$ cat src/rtl/ssc_pkg.sv
package ssc_pkg;
  localparam int NUM_SAMPLES = 12;
  localparam int SAMPLE_W    = 4;
  localparam int CNT_W       = 3;
  localparam int HOLD_W      = 4;
  localparam int OFFSET_W    = 6;
  localparam int LFSR_W      = 16;
  localparam logic [LFSR_W-1:0] LFSR_SEED = 16'hACE1;

  localparam int MAX_CNT    = NUM_SAMPLES / 2;
  localparam int MAX_SUM    = NUM_SAMPLES * ((1 << SAMPLE_W) - 1);
  localparam int ACC_W      = $clog2(MAX_SUM + 1);
  localparam int OUT_W      = $clog2(2 * MAX_SUM + (1 << OFFSET_W)) + 1;
  localparam int IDX_W      = $clog2(NUM_SAMPLES);
  localparam int USED_W     = $clog2(NUM_SAMPLES + 1);
  localparam int HOLD_CNT_W = $clog2((1 << HOLD_W) + 2);
  localparam int RANGE_LIM  = (1 << OFFSET_W) - 1;

  typedef struct packed {
    logic             load;
    logic             update;
    logic             accAdd;
    logic             accSub;
    logic             negate;
    logic             idle;
    logic [IDX_W-1:0] sampleSel;
  } ctrlStrobes_t;

  function automatic logic [USED_W-1:0] usedSamples(input logic [CNT_W-1:0] c);
    logic [CNT_W-1:0] eff;
    eff = c;
    if (c == '0) eff = CNT_W'(1);
    else if (int'(c) > MAX_CNT) eff = CNT_W'(MAX_CNT);
    return USED_W'({eff, 1'b0});
  endfunction

  function automatic logic countBad(input logic [CNT_W-1:0] c);
    return (c == '0) || (int'(c) > MAX_CNT);
  endfunction
endpackage

$ cat src/rtl/ssc_ctrl.sv
module ssc_ctrl
  import ssc_pkg::*;
(
  input  logic              clk,
  input  logic              rst_n,
  input  logic              enable,
  input  logic [CNT_W-1:0]  sampleCount,
  input  logic [HOLD_W-1:0] holdSel,
  output ctrlStrobes_t      strobes
);
  logic                  running;
  logic [1:0]            quarter;
  logic [IDX_W-1:0]      stepIdx;
  logic [HOLD_CNT_W-1:0] holdCnt;
  logic [HOLD_CNT_W-1:0] holdLen;
  logic [USED_W-1:0]     usedCnt;

  logic lastHold;
  logic lastStep;
  logic periodEnd;
  logic active;

  assign active    = running && enable;
  assign lastHold  = (holdCnt == holdLen - HOLD_CNT_W'(1));
  assign lastStep  = (stepIdx == IDX_W'(usedCnt - USED_W'(1)));
  assign periodEnd = active && lastHold && lastStep && (quarter == 2'd3);

  always_comb begin
    strobes        = '0;
    strobes.idle   = !enable;
    strobes.load   = enable && (!running || periodEnd);
    strobes.update = active && (holdCnt == '0);
    strobes.accAdd = active && lastHold && !quarter[0];
    strobes.accSub = active && lastHold && quarter[0];
    strobes.negate = quarter[1];
    if (quarter[0])
      strobes.sampleSel = IDX_W'(usedCnt) - IDX_W'(1) - stepIdx;
    else
      strobes.sampleSel = stepIdx;
  end

  always_ff @(posedge clk) begin
    if (!rst_n) begin
      running <= 1'b0;
      quarter <= '0;
      stepIdx <= '0;
      holdCnt <= '0;
      holdLen <= HOLD_CNT_W'(2);
      usedCnt <= USED_W'(2);
    end else if (!enable) begin
      running <= 1'b0;
    end else if (strobes.load) begin
      running <= 1'b1;
      quarter <= '0;
      stepIdx <= '0;
      holdCnt <= '0;
      holdLen <= HOLD_CNT_W'(holdSel) + HOLD_CNT_W'(2);
      usedCnt <= usedSamples(sampleCount);
    end else if (running) begin
      if (lastHold) begin
        holdCnt <= '0;
        if (lastStep) begin
          stepIdx <= '0;
          quarter <= quarter + 2'd1;
        end else begin
          stepIdx <= stepIdx + IDX_W'(1);
        end
      end else begin
        holdCnt <= holdCnt + HOLD_CNT_W'(1);
      end
    end
  end

  // the step index never leaves the used window
  p_idx_in_range_r3: assert property (@(posedge clk) disable iff (!rst_n)
    running |-> (USED_W'(stepIdx) < usedCnt));

  // the hold counter stays inside the programmed hold length
  p_hold_in_range_r2: assert property (@(posedge clk) disable iff (!rst_n)
    running |-> (holdCnt < holdLen));

  // two updates are never adjacent
  p_update_spacing_r2: assert property (@(posedge clk) disable iff (!rst_n)
    strobes.update |=> !strobes.update);
endmodule

$ cat src/rtl/ssc_datapath.sv
module ssc_datapath
  import ssc_pkg::*;
(
  input  logic                            clk,
  input  logic                            rst_n,
  input  ctrlStrobes_t                    strobes,
  input  logic [NUM_SAMPLES*SAMPLE_W-1:0] deltaIn,
  input  logic [CNT_W-1:0]                sampleCount,
  input  logic [OFFSET_W-1:0]             offsetIn,
  input  logic                            doubleIn,
  input  logic                            ditherIn,
  output logic signed [OUT_W-1:0]         fracWord,
  output logic                            fracValid,
  output logic                            cfgError
);
  logic [SAMPLE_W-1:0] deltaNow [NUM_SAMPLES];
  logic [SAMPLE_W-1:0] deltaReg [NUM_SAMPLES];
  logic [OFFSET_W-1:0] offsetReg;
  logic                doubleReg;
  logic                ditherReg;
  logic [ACC_W-1:0]    acc;
  logic [LFSR_W-1:0]   lfsr;
  logic [LFSR_W-1:0]   lfsrNext;

  logic [ACC_W:0]          usedSum;
  logic [USED_W-1:0]       usedNow;
  logic                    errNow;
  logic signed [OUT_W-1:0] magS;
  logic signed [OUT_W-1:0] offS;
  logic signed [OUT_W-1:0] nextWord;

  for (genvar k = 0; k < NUM_SAMPLES; k++) begin : g_unpack
    assign deltaNow[k] = deltaIn[k*SAMPLE_W +: SAMPLE_W];
  end

  always_comb begin
    usedNow = usedSamples(sampleCount);
    usedSum = '0;
    for (int k = 0; k < NUM_SAMPLES; k++) begin
      if (k < int'(usedNow)) usedSum = usedSum + (ACC_W+1)'(deltaNow[k]);
    end
    errNow = countBad(sampleCount) ||
             ((usedSum + (ACC_W+1)'(offsetIn)) > (ACC_W+1)'(RANGE_LIM));
  end

  assign lfsrNext = {lfsr[LFSR_W-2:0], lfsr[15] ^ lfsr[13] ^ lfsr[12] ^ lfsr[10]};

  always_comb begin
    magS = OUT_W'(acc);
    if (doubleReg) magS = magS <<< 1;
    offS     = OUT_W'(offsetReg);
    nextWord = strobes.negate ? (offS - magS) : (offS + magS);
    if (ditherReg) nextWord[0] = lfsr[0];
  end

  always_ff @(posedge clk) begin
    if (!rst_n) begin
      for (int k = 0; k < NUM_SAMPLES; k++) deltaReg[k] <= '0;
      offsetReg <= '0;
      doubleReg <= 1'b0;
      ditherReg <= 1'b0;
      acc       <= '0;
      cfgError  <= 1'b0;
    end else if (strobes.load) begin
      for (int k = 0; k < NUM_SAMPLES; k++) deltaReg[k] <= deltaNow[k];
      offsetReg <= offsetIn;
      doubleReg <= doubleIn;
      ditherReg <= ditherIn;
      acc       <= '0;
      cfgError  <= errNow;
    end else if (strobes.accAdd) begin
      acc <= acc + ACC_W'(deltaReg[strobes.sampleSel]);
    end else if (strobes.accSub) begin
      acc <= acc - ACC_W'(deltaReg[strobes.sampleSel]);
    end
  end

  always_ff @(posedge clk) begin
    if (!rst_n) begin
      fracWord  <= '0;
      fracValid <= 1'b0;
      lfsr      <= LFSR_SEED;
    end else if (strobes.idle) begin
      fracWord  <= OUT_W'(offsetIn);
      fracValid <= 1'b0;
    end else if (strobes.update) begin
      fracWord  <= nextWord;
      fracValid <= 1'b1;
      lfsr      <= lfsrNext;
    end else begin
      fracValid <= 1'b0;
    end
  end

  // the integrator never underflows or exceeds the largest sum
  p_acc_bound_r1: assert property (@(posedge clk) disable iff (!rst_n)
    int'(acc) <= MAX_SUM);

  // the dither source never locks up at zero
  p_lfsr_nonzero_r6: assert property (@(posedge clk) disable iff (!rst_n)
    lfsr != '0);

  // every update strobe is followed by a valid word
  p_valid_follows_update_r2: assert property (@(posedge clk) disable iff (!rst_n)
    strobes.update |=> fracValid);
endmodule

$ cat src/rtl/ssc_profile_gen.sv
module ssc_profile_gen
  import ssc_pkg::*;
(
  input  logic                            clk,
  input  logic                            rst_n,
  input  logic                            enable,
  input  logic [NUM_SAMPLES*SAMPLE_W-1:0] deltaSamples,
  input  logic [CNT_W-1:0]                sampleCount,
  input  logic [HOLD_W-1:0]               holdSel,
  input  logic [OFFSET_W-1:0]             offsetSel,
  input  logic                            doubleAmp,
  input  logic                            ditherEn,
  output logic signed [OUT_W-1:0]         fracWord,
  output logic                            fracValid,
  output logic                            cfgError
);
  ctrlStrobes_t strobes;

  ssc_ctrl i_ctrl (
    .clk         (clk),
    .rst_n       (rst_n),
    .enable      (enable),
    .sampleCount (sampleCount),
    .holdSel     (holdSel),
    .strobes     (strobes)
  );

  ssc_datapath i_datapath (
    .clk         (clk),
    .rst_n       (rst_n),
    .strobes     (strobes),
    .deltaIn     (deltaSamples),
    .sampleCount (sampleCount),
    .offsetIn    (offsetSel),
    .doubleIn    (doubleAmp),
    .ditherIn    (ditherEn),
    .fracWord    (fracWord),
    .fracValid   (fracValid),
    .cfgError    (cfgError)
  );

  // a low enable parks the output at the offset with no strobe
  p_idle_word_r7: assert property (@(posedge clk) disable iff (!rst_n)
    !enable |=> (!fracValid && ($unsigned(fracWord) == OUT_W'($past(offsetSel)))));
endmodule

$ cat config.mk
export PLATFORM = sky130hd
export DESIGN_NAME = ssc_profile_gen
export DESIGN_NICKNAME = d
export VERILOG_FILES = /design/src/rtl/ssc_pkg.sv /design/src/rtl/ssc_ctrl.sv /design/src/rtl/ssc_datapath.sv /design/src/rtl/ssc_profile_gen.sv
export SDC_FILE = /design/constraint.sdc
export NUM_CORES = 1
export LEC_CHECK = 0
export BUFFER_PORTS_ARGS = -buffer_cell sky130_fd_sc_hd__buf_2
export CAP_MARGIN = 20
export CORE_ASPECT_RATIO = 0.8
export CORE_MARGIN = 2
export CORE_UTILIZATION = 55
export DETAILED_ROUTE_END_ITERATION = 7
export PLACE_DENSITY_LB_ADDON = 0.05
export SYNTH_ARGS = -nofsm -noshare
export SYNTH_HDL_FRONTEND = slang
export SYNTH_SLANG_ARGS = --single-unit
$ cat constraint.sdc
create_clock -name clk -period 13.6 [get_ports clk]
set_input_delay 0.68 -clock clk [delete_from_list [all_inputs] [get_ports clk]]
set_output_delay 0.68 -clock clk [all_outputs]
set_load 0.05 [all_outputs]
==> out/results.txt, run 1 <==
CP Launch Type = primary input
M3 GR Usage = 0.0307
Status = finished, final reports clean
Worst slack, placed = 2090 ps
Crit path time final = 11130 ps
Crit Reg-Reg Startpoint = i_ctrl.holdLen[0]$_SDFFE_PN0P_
Final GP Congestion = 0.861
Final Slew Violations = 0
Top FF cell, synth = dfxtp_1
Initial Util = 0.569
Synth Area in XOR/XNOR = 0.0851
Vias per inst = 5.54
First-pass GRT wire length = 33900 microns
FF+latch count, synth = 112
Pin count of the biggest net entering global routing = 97
Synth top area share = 0.159
Cts hold-fix bufs = 0
FF-to-FF End = i_datapath.acc[7]$_SDFFE_PP0P_
Max clock buf depth = 2
Max cap viols = 0
Mux share of post-synthesis cell area = 0.0770
Final setup fails = 0
Leading area contributor after synthesis = edfxtp_1
GRT Overall Usage = 0.237
Hold Path Cell Cnt = 2
Detailed Route WL = 20200 microns
DRT iter0 DRCs = 485
Placed instance area = 0.00961 sq mm
GR Overflow Total = 0
Power per cell area = 156 mW/mm^2
WL/cell = 15.7 microns
Worst VDD drop = 82.0 uV
Post-CTS resize count = 0
Compound-Gate Fraction of Synth Area = 0.158
TritonCTS Buffers = 9
Asr flop ratio synth = 0
Synthesized-area fraction occupied by and/or/nand/nor cells = 0.192
DR vias = 7130
HP Class = reg2reg
Gate count of the mapped netlist = 1024
Drt pass-1 iters = 5
Clock Pin Slew Worst Setup and Hold Paths = 80 ps
Hold path start = i_datapath.fracWord[7]$_SDFFE_PN0P_
Core Area = 0.0160 sq mm
Slowest stage cell, crit path = fa_1
Detailed-route DRC error count = 0
Tot Pwr = 1.55 mW
Htree depth = 3
Setup WS post-layout = 2470 ps
Die Wd = 148 microns
Yosys Warn Count = 0
Antenna Nets Post-Route = 0
DP HPWL = 15400 microns
Most area-consuming cells after synthesis = edfxtp_1 16%, dfxtp_1 14%, ha_1 10%
Area Overhead vs Synth = 8.88%
Post-Syn Nets = 1180
CP Data Required Time = 13840 ps
Initial antenna violation count = 0
Critical path class = in2reg
Share of layout cells above drive strength 1 = 0.132
Fmax = 0.0898 GHz
Final non-filler cell area = 0.00989 sq mm
Vias in the first global route = 6828
Worst-Skew Late Latency = 360 ps
Clock sink count = 112
Power share of the clock group = 0.167
Sw Ratio = 0.418
CTS tree = built
Top Ports = 78
Post-synthesis cell area = 0.00908 sq mm
Max-slew headroom = 0.272
Worst Path Arrival = 11370 ps
Sequential area share after synthesis = 0.300
Gate power share = 0.586
RSZ-0062 raised after global routing = false
WHS = 453 ps
Leakage power = 4.50 nW
Net count, final = 1223
Share of total power in sequential cells = 0.247
Die area = 0.0176 sq mm
GR Util met1 = 0.357
Cell mode on critical path = fa_1
Number of diodes = 0
Adder-cell share of the synthesized area = 0.137
EDFF count, synth = 48
Cell depth of the worst flop-to-flop path = 20
Max incr delay on CP = 460 ps
Busiest grt layer = met2
WHS Endpoint = i_datapath.fracWord[7]$_SDFFE_PN0P_
PortBufs = 77
Final Skew = 12.3 ps
CTS root buf = clkbuf_16
TNS Setup = 0 ps
Mean Syn Cell Area = 8.87 sq um
Internal = 0.899 mW
Die Height = 119 microns
Highest fanout seen on the critical path = 3
GRT met2 Usage = 0.368
CP Capture Type = register
R2R Setup Slk = 8750 ps
FP Rows = 41
NetSw = 0.646 mW
Main combinational cell family by area after synthesis = simple AND/OR/NAND/NOR gates
Synth cell types = 71
Slew @ Worst Pin = 1080 ps
Final hold vios = 0
Post-CTS Setup Repair Bufs = 0
Tcrit/Tclk final = 0.818
-- registers in the layout (all words and copies together) (netlist names), 2 cells and up --
register	cells
i_ctrl.holdCnt	5
i_ctrl.holdLen	5
i_ctrl.quarter	2
i_ctrl.stepIdx	4
i_ctrl.usedCnt	3
i_datapath.acc	8
i_datapath.deltaReg	48
i_datapath.fracWord	10
i_datapath.lfsr	16
i_datapath.offsetReg	6
-- placed cells by master (no fill, tap or decap), types with 4 or more instances in the layout --
master and n:
o21ai_0 53, mux4_2 11, nand3_1 20, a21oi_1 59
o211a_1 4, nor2b_1 43, a21o_1 40, a211oi_1 6
inv_1 72, inv_6 4, nor3_1 10, a21boi_0 9
buf_4 6, xor2_1 30, and2_1 17, edfxtp_1 48
xnor2_1 41, a22oi_1 4, mux2_2 5, o21bai_1 4
fa_1 14, dfxtp_1 64, a221oi_1 4, xnor2_2 6
nand2_1 91, o21ai_1 4, nor2_1 66, o21a_1 8
nand4_1 6, clkbuf_16 9, nor4_1 5, nand2b_1 17
or3_1 4, buf_2 77, and3_1 44, ha_1 76
mux2i_1 37
-- power by group through the flow --
stage | logic (mW) | clock network (mW) | registers (mW)
2_1_floorplan | 0.736 | 0 | 0.393
3_3_place_gp | 0.878 | 0 | 0.389
3_5_place_dp | 0.895 | 0 | 0.389
4_1_cts | 0.901 | 0.266 | 0.382
5_1_grt | 1.03 | 0.279 | 0.384
6_report | 0.905 | 0.259 | 0.381
-- worst max-delay path, delay by kind of cell --
family | cells | cell delay [ps]
AOI/OAI and AO/OA | 17 | 3620
adders and majority gates | 13 | 5450
buffers and inverters | 11 | 1040
muxes | 1 | 300
and+or+nand+nor | 3 | 260
-- per-stage QoR --
stage,util,std cells
after floorplan,-,1024
after global placement,0.602,1271
after detailed placement,0.602,1271
after CTS,0.620,1287
after global routing,0.620,1287
final,0.620,1287
-- layer usage --
metal	wire, microns	part of all wire
met1	10400	0.52
met2	8730	0.43
met3	893	0.044
met4	158	0.0078
met5	0	0
-- final cells by class --
class	instances	area, sq um
repair buffers	83	430
well taps	215	269
clock buffers	9	225
clock inverters	7	60.1
fillers	1416	6060
inverters	72	270
multi-input cells	789	5910
flip-flops and latches	112	2720
-- cells by family after synthesis --
kind of cell / count (synthesis)
multiplexers: 55
buffers and inverters: 123
adder cells (fa/ha/maj): 91
AO/OA/AOI/OAI: 222
XOR/XNOR: 80
AND/OR/NAND/NOR: 341
flip-flops: 112
-- Yosys cell counts, types with 18 or more instances --
| cell | instances |
|---|---|
| a21o_1 | 40 |
| a21oi_1 | 60 |
| and3_1 | 44 |
| clkbuf_1 | 45 |
| dfxtp_1 | 64 |
| edfxtp_1 | 48 |
| ha_1 | 76 |
| inv_1 | 72 |
| mux2i_1 | 37 |
| nand2_1 | 91 |
| nand2b_1 | 18 |
| nand3_1 | 20 |
| nor2_1 | 66 |
| nor2b_1 | 43 |
| o21ai_0 | 54 |
| xnor2_1 | 42 |
| xor2_1 | 30 |
-- worst max-delay path by stage --
stage	from	endpoint	slack [ps]	cells after the start
finish	deltaSamples[4]	i_datapath.cfgError$_SDFFE_PN0P_	2470	45
global route	deltaSamples[4]	i_datapath.cfgError$_SDFFE_PN0P_	1450	47
global placement	deltaSamples[4]	i_datapath.cfgError$_SDFFE_PN0P_	2460	46
detailed placement	deltaSamples[4]	i_datapath.cfgError$_SDFFE_PN0P_	2090	45
CTS	deltaSamples[4]	i_datapath.cfgError$_SDFFE_PN0P_	2470	45
floorplan	deltaSamples[0]	i_datapath.cfgError$_SDFFE_PN0P_	2920	46
Note: power is estimated with default switching activity, not from simulation.
==> run 2, diff against run 1 <==
==> constraint.sdc (replaced) <==
create_clock -name clk -period 10.3 [get_ports clk]
set_input_delay 0.515 -clock clk [delete_from_list [all_inputs] [get_ports clk]]
set_output_delay 0.515 -clock clk [all_outputs]
set_load 0.05 [all_outputs]
==> run 2 against run 1 <==
Global-route usage is 0.25 points lower; sequential share of layout area is 0.72 points lower; clock skew is 3.4 ps lower; sequential power is 32% higher; combinational power is 47% higher; final cell count is 1.9% higher; non-clock buffer count is 24 higher; die area stayed put; design area is 2.7% higher; critical endpoint unchanged; largest power group unchanged.
==> out/results.txt, run 2 (synthesis results as in run 1) <==
Slew @ Worst Pin = 891 ps
Largest register by flop count = i_datapath.deltaReg
Highest Signal Layer = met4
Initial Util = 0.569
Most frequent cells in the layout = 91 x nand2_1, 77 x buf_2, 76 x ha_1, 72 x inv_1, 66 x nor2_1
Final GP Congestion = 0.833
WHS = 436 ps
Pin count of the biggest net entering global routing = 96
WL/cell = 15.3 microns
Placed Cells incl. Taps = 1294
Final hold vios = 0
Most common cell after layout, fill and taps aside = nand2_1
Crit path time final = 9780 ps
Leakage power = 4.63 nW
DP HPWL = 15300 microns
Tcrit/Tclk final = 0.950
PortBufs = 77
Htree depth = 3
Length of routed met3 wiring = 824 microns
TNS Setup = 0 ps
Biggest regs = i_datapath.deltaReg (48), i_datapath.lfsr (16), i_datapath.fracWord (10)
TritonCTS Buffers = 9
Power per cell area = 215 mW/mm^2
Final setup fails = 0
Critical path class = in2reg
Max reg flops = 48
Core Area = 0.0160 sq mm
Post-layout util = 0.637
Slowest stage cell, crit path = fa_2
Die area = 0.0176 sq mm
Status = finished, final reports clean
Clock Pin Slew Worst Setup and Hold Paths = 80 ps
Cts hold-fix bufs = 0
Initial antenna violation count = 0
Final Skew = 8.89 ps
Metal-1 WL = 10400 microns
Max-slew headroom = 0.406
Die Wd = 148 microns
Worst Path Arrival = 10010 ps
DR vias = 7150
Max cap viols = 0
Drt pass-1 iters = 5
Vias in the first global route = 6683
DRT iter0 DRCs = 517
Detailed-route DRC error count = 0
Antenna Nets Post-Route = 0
HP Class = in2reg
Max clock buf depth = 2
CP Capture Type = register
Share of layout cells above drive strength 1 = 0.167
FP Rows = 41
Net count, final = 1247
Final Slew Violations = 0
Die Height = 119 microns
Max incr delay on CP = 470 ps
Met2 WL = 8760 microns
Worst VDD drop = 131 uV
CP Launch Type = primary input
Clock sink count = 112
CP Data Required Time = 10530 ps
Top Ports = 78
GRT Overall Usage = 0.234
Number of diodes = 0
Delay-heaviest family, CP = adder cells
Worst-Skew Late Latency = 350 ps
CTS root buf = clkbuf_16
Layout fillers = 1401
Highest fanout seen on the critical path = 3
Vias per inst = 5.45
GR Overflow Total = 0
First-pass GRT wire length = 33400 microns
Finished Layout Cells = 1311
Critical path buffer and inverter count = 12
CTS tree = built
Fmax = 0.102 GHz
Area Overhead vs Synth = 11.8%
Detailed Route WL = 20100 microns
==> run 2: changes by cell type in the layout (fill, tap and decap cells not counted), sizes merged <==
cell / change
buf: +24
bufinv: +1
clkbuf: +1
clkinv: +1
inv: -3
==> run 2: path summary, 6_finish.rpt <==
check / start / end / slack [ps] / cells after the start
min: holdSel[0] / i_ctrl.holdLen[0]$_SDFFE_PN0P_ / 440 / 3
min reg2reg: i_datapath.fracWord[8]$_SDFFE_PN0P_ / i_datapath.fracWord[8]$_SDFFE_PN0P_ / 450 / 2
max reg2reg: i_ctrl.holdLen[0]$_SDFFE_PN0P_ / i_datapath.acc[7]$_SDFFE_PP0P_ / 5450 / 20
max: deltaSamples[4] / i_datapath.cfgError$_SDFFE_PN0P_ / 520 / 45
==> run 2: timing repair <==
item                       in CTS  in global routing
resized for setup               1                 28
setup endpoints to repair       1                  1
buffers inserted                0                  1
pin swaps                       1                 26
==> run 2: area by class of cell <==
type	instances	area [sq um]	share of cell area
clock buffer	10	229	0.0225
clock inverter	6	67.6	0.00665
inverter	72	270	0.0266
multi-input combinational	789	5990	0.590
sequential	112	2720	0.268
tap	215	269	0.0265
timing repair buffer	107	611	0.0601
==> run 2: per-stage QoR <==
step,cell area (sq um),worst slack [ps],total power [mW]
final,10200,519,2.19
after global routing,10200,-52.2,2.37
after global placement,9790,-143,1.75
after floorplan,9090,8.47,1.49
after detailed placement,9790,-401,1.77
after CTS,10100,12.0,2.15
==> run 2: power breakdown <==
part | internal (mW) | total, mW | switching [mW]
clock | 0.190 | 0.353 | 0.163
sequential | 0.490 | 0.504 | 0.0140
combinational | 0.617 | 1.33 | 0.714
==> run 2: worst register-to-register path: stages, from the launching register on <==
cell	delay (ps)
dfxtp_1	390
inv_1	60
ha_1	240
xor2_1	160
o21ai_0	150
a21oi_1	90
nor4_1	500
and3_1	620
nor2b_1	390
mux2_2	420
ha_1	280
a21o_1	170
a21o_1	190
a21o_1	170
a21oi_1	220
o21bai_1	90
a21oi_1	170
xnor2_1	130
nand2_1	80
xor2_1	160
nor2_1	50
==> run 2: per-layer routing <==
layer,vias to the layer above,track usage
met5,-,0
met4,0,0.0385
met3,6,0.0372
met2,117,0.353
met1,3315,0.359
li1,3712,-
